==> src/rtl/pfc_pkg.sv <==
package pfc_pkg;

   localparam int NUM_TMR    = 2;
   localparam int TMR_LOCAL  = 0;
   localparam int TMR_REMOTE = 1;
   localparam int CSR_W      = 3;

   // write layout: bit2 send, bit1 remote tracking, bit0 flow enable
   typedef struct packed {
      logic send;
      logic remote_en;
      logic flow_en;
   } pfc_csr_t;

endpackage

==> src/rtl/pfc_quanta_timer.sv <==
module pfc_quanta_timer #(
   parameter int W = 16
) (
   input  logic         clk,
   input  logic         rst_n,
   input  logic         load,
   input  logic [W-1:0] load_val,
   input  logic         tick,
   output logic [W-1:0] cnt
);

   localparam logic [W-1:0] ONE = W'(1);

   logic nonzero;
   assign nonzero = |cnt;

   always_ff @(posedge clk or negedge rst_n) begin
      if (!rst_n) begin
         cnt <= '0;
      end else if (load) begin
         cnt <= load_val;
      end else if (tick && nonzero) begin
         cnt <= cnt - ONE;
      end
   end

endmodule

==> src/rtl/pfc_csr.sv <==
module pfc_csr
   import pfc_pkg::*;
(
   input  logic             clk,
   input  logic             rst_n,
   input  logic             wr,
   input  logic [CSR_W-1:0] wdata,
   output logic             flow_en,
   output logic             remote_en,
   output logic             send_set
);

   pfc_csr_t wr_fields;
   assign wr_fields = pfc_csr_t'(wdata);
   assign send_set  = wr && wr_fields.send;

   always_ff @(posedge clk or negedge rst_n) begin
      if (!rst_n) begin
         flow_en   <= 1'b1;
         remote_en <= 1'b1;
      end else if (wr) begin
         flow_en   <= wr_fields.flow_en;
         remote_en <= wr_fields.remote_en;
      end
   end

endmodule

==> src/rtl/pfc_ctrl_req.sv <==
module pfc_ctrl_req (
   input  logic clk,
   input  logic rst_n,
   input  logic send_set,
   input  logic start,
   input  logic stat_rd,
   output logic req,
   output logic sent
);

   logic start_hit;
   assign start_hit = start && req;

   always_ff @(posedge clk or negedge rst_n) begin
      if (!rst_n) begin
         req  <= 1'b0;
         sent <= 1'b0;
      end else begin
         if (send_set)       req <= 1'b1;
         else if (start_hit) req <= 1'b0;

         if (start_hit)      sent <= 1'b1;
         else if (stat_rd)   sent <= 1'b0;
      end
   end

endmodule

==> src/rtl/pause_flow_ctrl.sv <==
module pause_flow_ctrl
   import pfc_pkg::*;
#(
   parameter int TIMER_W = 16
) (
   input  logic               clk,
   input  logic               rst_n,
   input  logic               quanta_tick,
   input  logic               rx_pause_vld,
   input  logic [TIMER_W-1:0] rx_pause_time,
   input  logic               tx_pause_done,
   input  logic [TIMER_W-1:0] tx_pause_time,
   input  logic               csr_wr,
   input  logic [2:0]         csr_wr_data,
   input  logic               stat_rd,
   input  logic               ctrl_tx_start,
   output logic               tx_allow,
   output logic               ctrl_tx_req,
   output logic               ctrl_sent,
   output logic               flow_en_o,
   output logic               remote_en_o,
   output logic [TIMER_W-1:0] local_cnt,
   output logic [TIMER_W-1:0] remote_cnt
);

   generate
      if (TIMER_W < 1 || TIMER_W > 32) begin : g_bad_width
         $error("pause_flow_ctrl: TIMER_W must lie in 1..32");
      end
   endgenerate

   logic flow_en, remote_en, send_set;

   pfc_csr u_csr (
      .clk       (clk),
      .rst_n     (rst_n),
      .wr        (csr_wr),
      .wdata     (csr_wr_data),
      .flow_en   (flow_en),
      .remote_en (remote_en),
      .send_set  (send_set)
   );

   pfc_ctrl_req u_req (
      .clk      (clk),
      .rst_n    (rst_n),
      .send_set (send_set),
      .start    (ctrl_tx_start),
      .stat_rd  (stat_rd),
      .req      (ctrl_tx_req),
      .sent     (ctrl_sent)
   );

   logic [NUM_TMR-1:0]              tmr_load;
   logic [NUM_TMR-1:0][TIMER_W-1:0] tmr_val;
   logic [NUM_TMR-1:0][TIMER_W-1:0] tmr_cnt;

   assign tmr_load[TMR_LOCAL]  = rx_pause_vld && flow_en;
   assign tmr_val[TMR_LOCAL]   = rx_pause_time;
   assign tmr_load[TMR_REMOTE] = tx_pause_done && remote_en;
   assign tmr_val[TMR_REMOTE]  = tx_pause_time;

   generate
      for (genvar i = 0; i < NUM_TMR; i++) begin : g_tmr
         pfc_quanta_timer #(.W(TIMER_W)) u_tmr (
            .clk      (clk),
            .rst_n    (rst_n),
            .load     (tmr_load[i]),
            .load_val (tmr_val[i]),
            .tick     (quanta_tick),
            .cnt      (tmr_cnt[i])
         );
      end
   endgenerate

   assign local_cnt   = tmr_cnt[TMR_LOCAL];
   assign remote_cnt  = tmr_cnt[TMR_REMOTE];
   assign flow_en_o   = flow_en;
   assign remote_en_o = remote_en;
   assign tx_allow    = !(flow_en && (|tmr_cnt[TMR_LOCAL]));

endmodule

==> config.mk <==
export PLATFORM = sky130hd
export DESIGN_NAME = pause_flow_ctrl
export DESIGN_NICKNAME = d
export VERILOG_FILES = /design/src/rtl/pfc_pkg.sv /design/src/rtl/pfc_quanta_timer.sv /design/src/rtl/pfc_csr.sv /design/src/rtl/pfc_ctrl_req.sv /design/src/rtl/pause_flow_ctrl.sv
export SDC_FILE = /design/constraint.sdc
export NUM_CORES = 1
export LEC_CHECK = 0
export CAP_MARGIN = 20
export CORE_MARGIN = 1
export CORE_UTILIZATION = 40
export DETAILED_ROUTE_END_ITERATION = 7
export HOLD_SLACK_MARGIN = 0.05
export PLACE_DENSITY_LB_ADDON = 0.15
export SLEW_MARGIN = 10
export SYNTH_ARGS = -nofsm -noshare
export SYNTH_HDL_FRONTEND = slang
export SYNTH_SLANG_ARGS = --single-unit
==> constraint.sdc <==
create_clock -name clk -period 2 [get_ports clk]
set_input_delay 0.2 -clock clk [delete_from_list [all_inputs] [get_ports clk]]
set_output_delay 0.2 -clock clk [all_outputs]
set_load 0.01 [all_outputs]
Word level (Yosys, flattened, before mapping). Index checks and enable logic that the tools add are counted.

Input bits: 43. Bits in registers: 36. Output and inout port bits: 37.

Add/sub/neg operators: 2. Multiplexer cells: 8. Reduce and logical (&&, ||, !) cells: 14.

Operator list (number): $mux 16 (4); $reduce_or 16->1 (2); $sub 16x1->16 const B (2); $reduce_bool 2->1 (4); $logic_and 1x1->1 (7); $mux 1 (4); $logic_not 1->1 (1).

Logic depth before layout (Yosys ltp). Gate-level depths: netlist of the first run.

Depth after elaboration: 4. Gate-level depth with buffers: 7. Gate-level depth less buffers: 6.

By module. From an unflattened synthesis of the first run, not the netlist that was laid out.

Cell total of the unflattened synthesis: 257. Area, all modules: 2284.7 um2.

By module, submodules not included: pfc_quanta_timer (seq. area each 400.4 um2, area each 1034.7 um2, times used 2, cells each 119); pfc_csr (seq. area each 52.6 um2, area each 82.6 um2, times used 1, cells each 5); pfc_ctrl_req (seq. area each 50.0 um2, area each 73.8 um2, times used 1, cells each 7); pause_flow_ctrl (seq. area each 0.0 um2, area each 58.8 um2, times used 1, cells each 7).

Least setup slack after synthesis of the first run. OpenSTA, ideal clock, no wires.

Kind: register to register. Start: register g_tmr[1].u_tmr.cnt[6]. End: register g_tmr[1].u_tmr.cnt[15]. Period minus slack after synthesis: 2.199 ns. Setup slack: -0.199 ns. Cell stages (with the launch flop): 5. Arrival time: 2.122 ns. Buffers on the path: 0. Path through: dfrtp_1 -> or4_4 -> or4_4 -> or4_1 -> a21oi_1.

Longest elaborated chain between the ends: 3. Elaborated cells between the ends (all ways): 6. Those cells by class: add/sub (1); mux (2); reduce/logical (3).

RTL lines: start: declaration (RTL line pfc_quanta_timer.sv:9) `output logic [W-1:0] cnt`; start signal: assignment (RTL line pfc_quanta_timer.sv:21) `cnt <= load_val;`; start signal: assignment (RTL line pfc_quanta_timer.sv:23) `cnt <= cnt - ONE;`; $sub 16x1->16 or $reduce_or 16->1 (tied branches) (RTL line pfc_quanta_timer.sv:23, pfc_quanta_timer.sv:15); $mux 16 or $logic_and 1x1->1 (tied branches) (RTL line pfc_quanta_timer.sv:22) `end else if (tick && nonzero) begin`; $mux 16 or $reduce_bool 2->1 (tied branches).

Several ways; a longest one is shown, not always the timed one. The select of a mux whose other input is x is not followed. A chain may end at the register's enable or synchronous reset.

Worst setup path in the final report of the first run.
Start: register g_tmr[0].u_tmr.cnt[11]. End: output tx_allow.

Longest elaborated chain between the ends: 3.

RTL lines: start: declaration (RTL line pfc_quanta_timer.sv:9); start signal: assignment (RTL line pfc_quanta_timer.sv:21); start signal: assignment (RTL line pfc_quanta_timer.sv:23); $reduce_or 16->1 (RTL line pause_flow_ctrl.sv:80) `assign tx_allow = !(flow_en && (|tmr_cnt[TMR_LOCAL]));`; $logic_and 1x1->1 (RTL line pause_flow_ctrl.sv:80); $logic_not 1->1 (RTL line pause_flow_ctrl.sv:80); end: declaration (RTL line pause_flow_ctrl.sv:17) `output logic tx_allow,`.

Every way passes these cells.

==> metrics.csv, run 1 <==
stage;metric;value;unit
logic_synthesis;synth_nets;300;
setup_path;slowest_stage;or4_4;
timing;setup_slack;-0.136;ns
timing;fin_crit_sh;1.07;
detailed_routing;drc;0;
timing;hold_viol;0;
power;p_sw;991;uW
place;gp_congestion;0.855;
flow_run;maxCapViolations;0;
setup_path;critPathTopFamily;simple AND/OR/NAND/NOR gates;
logic_synthesis;synth_seq_cells;36;
detailed_routing;first_pass_iters;4;
global_route;grt_pass1_vias;2579;
logic_synthesis;synthArstFlopShare;1.00;
status;status;complete, but fails checks;
setup_path;r2r-end;g_tmr[1].u_tmr.cnt[15];
cts;ctsLongestPathBuffers;2;
timing;fin_crit;2.14;ns
place;dpl.hpwl;5280;um
cells_and_area;final_cells;472;
detailed_routing;ant_nets;0;
logic_synthesis;synthCells;255;
logic_synthesis;syn-mean-instance-area;8.64;um^2
detailed_routing;routed_wl;7360;um
cells_and_area;fillers;401;
setup_path;cp-start-kind;flop;
power;p_total;2890;uW
setup_path;crit_arrival;1.94;ns
timing;worst_pin_slew;0.580;ns
setup_path;rr_startpoint;g_tmr[1].u_tmr.cnt[6];
setup_path;cp.required;1.80;ns
power;p_int;1900;uW
place;dp.cells;455;
setup_path;max_stage_delay;0.57;ns
setup_path;critPathBufInv;1;
setup_path;crit_path_end_kind;output port;
detailed_routing;vias_per_cell;5.69;
setup_path;rr_worst_depth;4;
logic_synthesis;synth_top_area_share;0.386;
timing;finClkSkew;0.0142;ns
timing;rsz0062_at_grt;true;
die;fp.dieArea;0.00581;mm^2
timing;fmax;0.468;GHz
global_route;grt_use_total;0.247;
cts;cts_buffers;5;
cells_and_area;drive_gt1_frac;0.291;
power;ir_drop;0.427;mV
logic_synthesis;synth.distinct_cells;48;
timing;slew_headroom;0.610;
power;seqPwrFrac;0.341;
logic_synthesis;synthesis.area;0.00220;mm^2
cts;clk_pin_slew_worst_paths;0.08;ns
global_route;grt_overflow_total;0;
die;std_cell_rows;26;
logic_synthesis;ys.flop_type;dfrtp_1;
detailed_routing;drt_iter0_markers;178;
setup_path;cp_cell_sequence;or4_4, or4_4, nand2_2, buf_6;
cts;cts-root-buf;clkbuf_8;
cells_and_area;area_delta_synth_final;72.1;%
timing;drv_slew;0;
setup_path;worstSetupPathType;reg2out;
place;io_buffers;79;
global_route;antenna_found_initial;0;
setup_path;cpMostUsedCell;or4_4;
cells_and_area;num-nets-final;446;
detailed_routing;post_drt_wl_per_cell;15.6;um
die;die_w;76.2;um
global_route;grt_pass1_wl;11700;um
detailed_routing;via_count;2687;
logic_synthesis;yosysTopAreaCell;dfrtp_1;
place;dpl_cell_area;0.00350;mm^2
cells_and_area;fin_util;0.728;
logic_synthesis;ys_seq_area_frac;0.410;
setup_path;cp_max_fo;2;
logic_synthesis;yosys_warnings;0;
logic_synthesis;ys_top_cells_by_area;dfrtp_1 39%, a31oi_1 5.4%, or4_1 5.1%;
cts;numClockSinks;36;
cts;cts_tree;done;
power;p_leak;0.00151;uW
power;swShare;0.343;
cts;cts_max_level;2;
logic_synthesis;synth_edf_count;0;
power;clockPowerShare;0.173;
power;power_frac_comb;0.485;
status;violations;setup timing;
global_route;grt_max_degree;26;
cts;clkLatencyLatePin;0.29;ns
die;core_area;0.00520;mm^2
die;start_util;0.423;
die;die_y;76.2;um
min_path;hold_path.class;in2async;
timing;setup_viol;4;
setup_path;r2r_setup_slack;-0.04;ns
die;ios;80;
power;power_density;762;mW/mm^2
cells_and_area;diodes;0;
cells_and_area;fin_area;0.00379;mm^2
==> logic make-up after synthesis <==
| family | count (synthesis) | share of synthesized area |
|---|---|---|
| and+or+nand+nor | 132 | 0.342 |
| AOI/OAI and AO/OA | 63 | 0.183 |
| adders and majority gates | 2 | 0.0114 |
| muxes | 3 | 0.0148 |
| DFF | 36 | 0.410 |
| buffers and inverters | 19 | 0.0386 |
==> routing by layer <==
| metal | global-route usage | up-vias | routed length, um |
|---|---|---|---|
| li1 | - | 1281 | - |
| met3 | 0.0371 | 7 | 372 |
| met5 | 0 | - | 0 |
| met1 | 0.304 | 1306 | 3130 |
| met4 | 0.0731 | 0 | 73 |
| met2 | 0.446 | 93 | 3790 |
==> sequential cells by signal, indices dropped and copies added (netlist names) <==
signal,cells
g_tmr.u_tmr.cnt,32
u_csr.flow_en,1
u_csr.remote_en,1
u_req.req,1
u_req.sent,1
==> layout make-up <==
class                           instances  area [um^2]  share of cell area
Clock buffer                            7         76.3              0.0201
Inverter                                7         26.3             0.00693
Clock inverter                          1         5.00             0.00132
Sequential cell                        36          905               0.239
Tap cell                               70         87.6              0.0231
Timing Repair Buffer                  151         1350               0.355
Multi-Input combinational cell        200         1350               0.355
==> cells in the mapped netlist (all sizes together), types with 5 or more instances <==
cell type / n
dfrtp: 34
nor3: 9
nor2: 25
or3: 14
a21oi: 7
o31ai: 5
o211ai: 6
o21ai: 15
and3: 5
inv: 7
a31oi: 19
nand3: 14
nand2: 21
clkbuf: 9
nor4: 7
or4: 18
==> power by group through the flow <==
stage               Combinational, uW  Clock (uW)  Sequential [uW]
finish                           1400         501              985
global route                     1500         539             1000
CTS                              1300         514              979
detailed placement               1280           0              989
global placement                 1260           0              983
floorplan                         342           0             1140
==> worst max-delay path by stage <==
stage	start	to	slack, ns	depth (start not counted)
3_5_place_dp	g_tmr[0].u_tmr.cnt[0]	tx_allow	-0.34	6
2_1_floorplan	g_tmr[1].u_tmr.cnt[4]	g_tmr[1].u_tmr.cnt[15]	-0.17	4
6_report	g_tmr[0].u_tmr.cnt[11]	tx_allow	-0.14	4
3_3_place_gp	g_tmr[0].u_tmr.cnt[0]	tx_allow	-0.30	6
4_1_cts	g_tmr[0].u_tmr.cnt[4]	tx_allow	-0.15	4
5_1_grt	g_tmr[0].u_tmr.cnt[11]	tx_allow	-0.20	4
==> worst reg2reg max path, stage by stage, from the launching register on <==
cell,delay [ns]
dfrtp_1,0.38
or4_4,0.56
or4_4,0.50
or4_1,0.40
a21oi_1,0.13
==> what timing repair did <==
action,CTS,global route
pin swaps,9,9
setup buffers,2,6
resized for setup,9,30
endpoints found under the hold margin,18,0
endpoints found under the setup margin,9,19
hold buffers,1,0
==> per-stage QoR <==
stage	setup slack (ns)	TNS [ns]	hold slack, ns
2_1_floorplan	-0.169	-0.225	-0.0956
3_3_place_gp	-0.299	-2.15	0.194
3_5_place_dp	-0.340	-2.48	0.192
4_1_cts	-0.150	-0.204	0.406
5_1_grt	-0.201	-0.529	0.444
6_report	-0.136	-0.199	0.396
==> cell usage in the layout, fill, tap and decap left out, types with 3 or more instances in the layout <==
cell,synthesis,layout
clkdlybuf4s50_1,0,77
o211ai_1,6,6
a31oi_1,19,18
a21oi_1,7,7
buf_6,0,5
inv_1,7,6
o21ai_0,15,12
or4_1,15,11
o41ai_1,3,3
clkbuf_8,1,5
dfrtp_1,34,33
and3_1,4,4
o31ai_1,5,5
nand3_1,14,13
nand2_1,21,20
or4_4,2,7
nand4_1,3,3
buf_4,1,67
nor4_2,1,3
nor2_1,25,25
nor3_1,9,8
or3_1,13,12
(Power assumes the default switching activity.)
==> run 2: changes to the inputs <==
--- a/config.mk
+++ b/config.mk
@@ -5,7 +5,7 @@
 export SDC_FILE = /design/constraint.sdc
 export NUM_CORES = 1
 export LEC_CHECK = 0
-export CAP_MARGIN = 20
+export CAP_MARGIN = 10
 export CORE_MARGIN = 1
 export CORE_UTILIZATION = 40
 export DETAILED_ROUTE_END_ITERATION = 7
==> results of run 2 <==
The final DEF is identical to that of run 1; final timing and power are the same.
